[src/rtl/es_pkg.sv]
package es_pkg;
  typedef enum logic [2:0] {
    ES_IDLE,
    ES_WIN,
    ES_ERASE,
    ES_SUSP,
    ES_NOPROT,
    ES_RWAIT
  } es_state_e;
endpackage

[src/rtl/es_timer.sv]
module es_timer #(
  parameter int W = 8
) (
  input  logic         clk,
  input  logic         rst_n,
  input  logic         ld,
  input  logic [W-1:0] ld_val,
  input  logic         dec,
  output logic         zero_o
);
  logic [W-1:0] cnt_q, cnt_d;
  logic         cnt_en;

  always_comb begin
    cnt_en = ld | (dec & (cnt_q != '0));
    cnt_d  = ld ? ld_val : cnt_q - W'(1);
  end

  always_ff @(posedge clk or negedge rst_n) begin
    if (!rst_n)      cnt_q <= '0;
    else if (cnt_en) cnt_q <= cnt_d;
  end

  assign zero_o = (cnt_q == '0);

  // a running count never wraps below zero
  a_r2_no_wrap: assert property (@(posedge clk) disable iff (!rst_n)
    (dec && !ld && zero_o) |=> zero_o);
endmodule

[src/rtl/es_lowpick.sv]
module es_lowpick #(
  parameter int N  = 8,
  parameter int IW = 3
) (
  input  logic [N-1:0]  vec,
  output logic          any_o,
  output logic [IW-1:0] idx_o,
  output logic [N-1:0]  oh_o
);
  always_comb begin
    idx_o = '0;
    for (int i = N - 1; i >= 0; i--) begin
      if (vec[i]) idx_o = IW'(i);
    end
  end

  for (genvar g = 0; g < N; g++) begin : g_oh
    if (g == 0) begin : g_first
      assign oh_o[g] = vec[g];
    end else begin : g_rest
      assign oh_o[g] = vec[g] & ~(|vec[g-1:0]);
    end
  end

  assign any_o = |vec;
endmodule

[src/rtl/erase_sched.sv]
module erase_sched
  import es_pkg::*;
#(
  parameter int NB         = 8,
  parameter int WIN_CYC    = 16,
  parameter int NOPROT_CYC = 12,
  parameter int RST_CYC    = 5
) (
  input  logic                  clk,
  input  logic                  rst_n,
  input  logic [NB-1:0]         prot_mask_i,
  input  logic                  cnf_i,
  input  logic [$clog2(NB)-1:0] cnf_blk_i,
  input  logic                  other_cmd_i,
  input  logic                  susp_i,
  input  logic                  resume_i,
  input  logic                  reset_i,
  input  logic                  done_i,
  input  logic                  fail_i,
  output logic [NB-1:0]         pend_o,
  output logic [$clog2(NB)-1:0] cur_blk_o,
  output logic                  erase_req_o,
  output logic                  win_o,
  output logic                  busy_o,
  output logic                  susp_o,
  output logic                  abort_o,
  output logic                  done_o,
  output logic                  err_o
);
  localparam int IW   = $clog2(NB);
  localparam int TMAX = (WIN_CYC > NOPROT_CYC) ?
                        ((WIN_CYC > RST_CYC) ? WIN_CYC : RST_CYC) :
                        ((NOPROT_CYC > RST_CYC) ? NOPROT_CYC : RST_CYC);
  localparam int CW   = $clog2(TMAX + 1);

  es_state_e      st_q, st_d;
  logic [NB-1:0]  pend_q, pend_d, blk_oh, cur_oh, keep;
  logic           err_q, err_d, abort_q, abort_d, done_q, done_d;
  logic           tmr_ld, tmr_dec, tmr_zero, pick_any;
  logic [CW-1:0]  tmr_val;

  es_timer #(.W(CW)) u_tmr (
    .clk(clk), .rst_n(rst_n), .ld(tmr_ld), .ld_val(tmr_val),
    .dec(tmr_dec), .zero_o(tmr_zero)
  );

  es_lowpick #(.N(NB), .IW(IW)) u_pick (
    .vec(pend_q), .any_o(pick_any), .idx_o(cur_blk_o), .oh_o(cur_oh)
  );

  assign blk_oh  = NB'(1) << cnf_blk_i;
  assign keep    = pend_q & ~prot_mask_i;
  assign tmr_dec = (st_q == ES_WIN) || (st_q == ES_NOPROT) || (st_q == ES_RWAIT);

  always_comb begin
    st_d    = st_q;
    pend_d  = pend_q;
    err_d   = err_q & ~reset_i;
    abort_d = 1'b0;
    done_d  = 1'b0;
    tmr_ld  = 1'b0;
    tmr_val = '0;
    unique case (st_q)
      ES_IDLE: if (cnf_i) begin
        pend_d  = blk_oh;
        tmr_ld  = 1'b1;
        tmr_val = CW'(WIN_CYC - 1);
        st_d    = ES_WIN;
      end
      ES_WIN: begin
        if (reset_i || other_cmd_i || susp_i || resume_i) begin
          pend_d  = '0;
          abort_d = 1'b1;
          st_d    = ES_IDLE;
        end else if (cnf_i) begin
          pend_d  = pend_q | blk_oh;
          tmr_ld  = 1'b1;
          tmr_val = CW'(WIN_CYC - 1);
        end else if (tmr_zero) begin
          pend_d = keep;
          if (keep == '0) begin
            tmr_ld  = 1'b1;
            tmr_val = CW'(NOPROT_CYC - 1);
            st_d    = ES_NOPROT;
          end else begin
            st_d = ES_ERASE;
          end
        end
      end
      ES_ERASE, ES_SUSP: begin
        if (reset_i) begin
          pend_d  = '0;
          tmr_ld  = 1'b1;
          tmr_val = CW'(RST_CYC - 1);
          st_d    = ES_RWAIT;
        end else if (st_q == ES_SUSP) begin
          if (resume_i) st_d = ES_ERASE;
        end else if (done_i) begin
          pend_d = pend_q & ~cur_oh;
          if (fail_i) err_d = 1'b1;
          if (pend_d == '0) begin
            done_d = 1'b1;
            st_d   = ES_IDLE;
          end else if (susp_i) begin
            st_d = ES_SUSP;
          end
        end else if (susp_i) begin
          st_d = ES_SUSP;
        end
      end
      ES_NOPROT, ES_RWAIT: if (tmr_zero) st_d = ES_IDLE;
      default: st_d = ES_IDLE;
    endcase
  end

  always_ff @(posedge clk or negedge rst_n) begin
    if (!rst_n) begin
      st_q    <= ES_IDLE;
      pend_q  <= '0;
      err_q   <= 1'b0;
      abort_q <= 1'b0;
      done_q  <= 1'b0;
    end else begin
      st_q    <= st_d;
      pend_q  <= pend_d;
      err_q   <= err_d;
      abort_q <= abort_d;
      done_q  <= done_d;
    end
  end

  assign pend_o      = pend_q;
  assign erase_req_o = (st_q == ES_ERASE);
  assign win_o       = (st_q == ES_WIN);
  assign susp_o      = (st_q == ES_SUSP);
  assign busy_o      = (st_q == ES_ERASE) || (st_q == ES_SUSP) ||
                       (st_q == ES_NOPROT) || (st_q == ES_RWAIT);
  assign abort_o     = abort_q;
  assign done_o      = done_q;
  assign err_o       = err_q;

  a_r7_req_has_block: assert property (@(posedge clk) disable iff (!rst_n)
    erase_req_o |-> (pick_any && pend_o[cur_blk_o]));
  a_r2_win_no_req: assert property (@(posedge clk) disable iff (!rst_n)
    win_o |-> !erase_req_o);
  a_r4_abort_clean: assert property (@(posedge clk) disable iff (!rst_n)
    abort_o |-> (pend_o == '0 && !busy_o && !win_o));
  a_r8_susp_hold: assert property (@(posedge clk) disable iff (!rst_n)
    (susp_o && !reset_i) |=> $stable(pend_o));
  a_r10_err_sticky: assert property (@(posedge clk) disable iff (!rst_n)
    (err_o && !reset_i) |=> err_o);
  a_r7_done_idle: assert property (@(posedge clk) disable iff (!rst_n)
    done_o |-> (!busy_o && pend_o == '0));
  a_r6_noprot_empty: assert property (@(posedge clk) disable iff (!rst_n)
    (busy_o && !erase_req_o && !susp_o) |-> (pend_o == '0));
endmodule

[config.mk]
export PLATFORM = sky130hd
export DESIGN_NAME = erase_sched
export DESIGN_NICKNAME = d
export VERILOG_FILES = /design/src/rtl/es_pkg.sv /design/src/rtl/es_timer.sv /design/src/rtl/es_lowpick.sv /design/src/rtl/erase_sched.sv
export SDC_FILE = /design/constraint.sdc
export NUM_CORES = 1
export LEC_CHECK = 0
export BUFFER_PORTS_ARGS = -buffer_cell sky130_fd_sc_hd__buf_2
export CORE_AREA = 10 10 66 68
export DETAILED_ROUTE_END_ITERATION = 10
export DIE_AREA = 0 0 76 78
export PLACE_DENSITY = 0.78
export SYNTH_ARGS = -nofsm -noshare
export SYNTH_HDL_FRONTEND = slang
export SYNTH_SLANG_ARGS = --single-unit
[constraint.sdc]
create_clock -name clk -period 2.3 [get_ports clk]
set_input_delay 0.23 -clock clk [delete_from_list [all_inputs] [get_ports clk]]
set_output_delay 0.23 -clock clk [all_outputs]
set_load 0.05 [all_outputs]
==> impl_summary.log <==
[metrics] Skew-Pair Late Insertion Delay: 0.30 ns
[metrics] predominant post-synthesis flop cell: sky130_fd_sc_hd__dfrtp_1
[metrics] cell area after technology mapping: 1608 sq um
[metrics] CTS tree: done
[metrics] logic depth of the worst path, buffers included: 4
[metrics] count of cell types in the netlist: 51
[metrics] final global-route overflow total: 0
[metrics] part of the cycle the worst path needs: 0.9317
[metrics] Die Y: 78 microns
[metrics] crit-path max cell delay: 0.57 ns
[metrics] number of standard cells after synthesis: 194
[metrics] Final ANT Viol Nets: 0
[metrics] clock buffer depth: 2
[metrics] number of post-CTS setup repair buffers: 0
[metrics] post-synthesis to final-layout area growth: 17.82%
[metrics] Critical Setup Path Class: flop to primary output
[metrics] clock-pin slew on the worst setup and hold paths: 0.11 ns
[metrics] setup repair after global routing missed its margin: false
[metrics] cell type group with the largest total delay on the critical path: simple AND/OR/NAND/NOR gates
[metrics] final-report max-slew violation count: 0
[metrics] count of placed standard cells in the final layout, fillers left out: 279
[metrics] buffer type at the clock tree root: sky130_fd_sc_hd__clkbuf_4
[metrics] Period minus WS final: about 2.1 ns
[metrics] post-route setup TNS: 0 ns
[metrics] run status: finished clean
[metrics] Max Fclk: roughly 0.47 GHz
[metrics] placed instance area: 1856 sq um
[metrics] sequential cell area fraction in the yosys report: 0.2957
[metrics] total global routing track utilization: 0.1434
[metrics] Max stage delay cell, worst path: sky130_fd_sc_hd__or4_1
[metrics] vias in the first global route: 1583
[metrics] area of the die: 5928 sq um
[metrics] number of sinks handled by clock tree synthesis: 19
[metrics] maximum number of pins on one net before global-route repair: 20
[metrics] Fill cells: 307
[metrics] # setup viols final: 0
[metrics] post-detailed-route DRC marker count: 0
[metrics] post-synthesis async set-or-reset flop share: 1.000
[metrics] area of all placed cells without fillers: 1894 sq um
[metrics] Yosys warning total: 0
[metrics] depth of the most critical reg-to-reg path: 7
[metrics] wire length after detailed routing: between 4000 and 5000 microns
[metrics] endpoint kind of the worst setup timing path: primary output
[metrics] synthesized area per cell: approximately 8.3 sq um
[metrics] launching element type of the critical path: flop
[metrics] fraction of final layout cells sized beyond drive strength 1: 0.2575
[metrics] transition time at the pin with the least slew margin: approximately 0.66 ns
[metrics] via count: 1637
[metrics] antenna violations before repair: 0
[metrics] core region area: 3179 sq um
[metrics] startpoint of the tightest hold check path: fail_i
[metrics] critical path, cell by cell: or4_1 -> buf_4 -> a21oi_2 -> buf_2
[metrics] crit path from: pend_o[2]$_DFFE_PN0P_
[metrics] Yosys reg bits: 19
[metrics] cell row count: 21
[metrics] worst-path fanout max: 10
[metrics] required time of the worst setup path: 2.07 ns
[metrics] total of buffers placed on input and output ports: 37
[metrics] wire length of the first global-routing pass: 7307 microns
[metrics] peak ir drop on the vdd network: 0.0008856 V
[metrics] GPL Wtd Cong: 0.8636
[metrics] first-pass iteration count of the detailed router: 4
[metrics] Crit path arrival time: approximately 1.9 ns
[metrics] initial cell density of the core: 0.5057
[metrics] dpl hpwl: 3363 microns
[metrics] number of nets in the final layout: 259
[metrics] static leakage: 0.8806 nW
[metrics] number of design-rule violations left by the first detailed-router iteration: approximately 130
[metrics] worst reg2reg path startpoint: u_tmr.cnt_q[0]$_DFFE_PN0P_
[metrics] horizontal die dimension: around 76 microns
[metrics] number of stages on the worst hold path: 3
[metrics] post-DR wirelength/cell: 15.72 microns
[metrics] slack of the worst reg-to-reg path: 0.20 ns
[metrics] most frequent cells in the layout: sky130_fd_sc_hd__buf_2, sky130_fd_sc_hd__dfrtp_1, sky130_fd_sc_hd__o21ai_0
[metrics] most common cell after layout, fill and taps aside: sky130_fd_sc_hd__buf_2
[metrics] CP bufs+invs: 2
[metrics] Critical Path End: cur_blk_o[2]
[metrics] endpoint of the worst register-to-register path: st_q[0]$_DFFE_PN0P_
[metrics] Hold Crit Class: primary input to flop
[metrics] number of inserted diodes: 0
[metrics] level count of the clock H-tree: 1
[metrics] number of vias per cell: 5.867
[metrics] num ports: 38
[metrics] number of buffers created by CTS: 3
[metrics] Synth Net Count: 219
[metrics] DP Cell Count: between 200 and 300
[metrics] number of hold violations in the final report: 0
[metrics] max-cap violations: 0
[metrics] Pwr per Cell Area: 1377 nW/um^2
[metrics] worst rel slew slack: 0.5571
[metrics] post-route clock skew: 0.004364 ns
[metrics] number of enable flip-flop cells after synthesis: 0
-- stage by stage --
stage	setup WS (ns)	power [mW]	util	hold WS [ns]
3_5_place_dp	0.1494	2.439	0.5836	0.1960
4_1_cts	0.1158	2.622	0.5954	0.1686
3_3_place_gp	0.2521	2.413	0.5836	0.1923
2_1_floorplan	0.06608	2.019	-	-0.06559
5_1_grt	0.06283	2.810	0.5958	0.1681
6_report	0.1570	2.608	0.5958	0.1752
-- worst min-delay path by stage --
stage | to
detailed placement | st_q[2]$_DFFE_PN0P_
floorplan | abort_o$_DFF_PN0_
CTS | err_o$_DFF_PN0_
global placement | st_q[2]$_DFFE_PN0P_
finish | err_o$_DFF_PN0_
global route | err_o$_DFF_PN0_
-- synth_stat cells, types with 2 or more instances --
cell type,instances,share of area
sky130_fd_sc_hd__nor3_1,8,0.025
sky130_fd_sc_hd__nor2b_1,13,0.051
sky130_fd_sc_hd__inv_1,14,0.033
sky130_fd_sc_hd__dfrtp_1,19,0.30
sky130_fd_sc_hd__o221ai_1,3,0.016
sky130_fd_sc_hd__xor2_1,2,0.011
sky130_fd_sc_hd__nand2b_1,4,0.016
sky130_fd_sc_hd__mux2i_1,2,0.012
sky130_fd_sc_hd__nor2_1,14,0.033
sky130_fd_sc_hd__o31ai_1,5,0.023
sky130_fd_sc_hd__nand2_1,9,0.021
sky130_fd_sc_hd__a31oi_1,3,0.012
sky130_fd_sc_hd__a21oi_1,10,0.031
sky130_fd_sc_hd__ha_1,5,0.039
sky130_fd_sc_hd__xnor2_1,2,0.011
sky130_fd_sc_hd__buf_2,3,0.0093
sky130_fd_sc_hd__nor4_1,5,0.019
sky130_fd_sc_hd__o21ai_0,16,0.050
sky130_fd_sc_hd__or4_1,2,0.0093
sky130_fd_sc_hd__o211ai_1,2,0.0093
sky130_fd_sc_hd__maj3_1,2,0.012
sky130_fd_sc_hd__and3_1,2,0.0078
sky130_fd_sc_hd__a22o_1,6,0.033
sky130_fd_sc_hd__nand3_1,7,0.022
sky130_fd_sc_hd__clkbuf_1,6,0.014
sky130_fd_sc_hd__nand4_1,2,0.0078
sky130_fd_sc_hd__buf_4,4,0.019
-- where the power goes --
group	internal (mW)	leakage, nW	switching (mW)
Clock	0.0649	0.0177	0.110
Combinational	0.623	0.620	1.20
Sequential	0.446	0.243	0.167
-- state kept, by name, indices dropped and copies added, names as in the netlist --
name         cells
pend_o           8
err_o            1
st_q             3
done_o           1
u_tmr.cnt_q      5
abort_o          1
-- worst min-delay path: stages --
cell	delay, ns
sky130_fd_sc_hd__buf_2	0.10
sky130_fd_sc_hd__nand2_1	0.05
sky130_fd_sc_hd__o22ai_1	0.06
-- cell type report --
cell class / instances / area (sq um) / share of cell area
Multi-Input combinational cell: 147 / 1002 / 0.5291
Clock inverter: 1 / 5.005 / 0.002642
Timing Repair Buffer: 49 / 277.8 / 0.1466
Inverter: 14 / 52.55 / 0.02774
Sequential cell: 19 / 476.7 / 0.2517
Tap cell: 46 / 57.56 / 0.03038
Clock buffer: 3 / 22.52 / 0.01189
-- what timing repair did --
item,in CTS,in global routing
endpoints found under the hold margin,19,0
gates resized for setup,0,1
setup endpoints to repair,0,1
hold buffers,1,0
-- metal layers --
layer / GRT usage / wire length (microns) / vias up
met5: 0 / 0 / -
met4: 0.03788 / 31 / 0
met3: 0.02880 / 246 / 4
met2: 0.2474 / 2203 / 57
met1: 0.1769 / 1906 / 782
li1: - / - / 794
-- kinds of logic after synthesis --
| family | after synthesis | share of synthesized area |
|---|---|---|
| multiplexers | 3 | 0.01946 |
| adder cells (fa/ha/maj) | 7 | 0.05136 |
| flip-flops | 19 | 0.2957 |
| AND/OR/NAND/NOR | 73 | 0.2591 |
| AO/OA/AOI/OAI | 60 | 0.2693 |
| XOR/XNOR | 4 | 0.02179 |
| buffers and inverters | 28 | 0.08326 |
No activity file was read; power rests on OpenSTA's default activity.
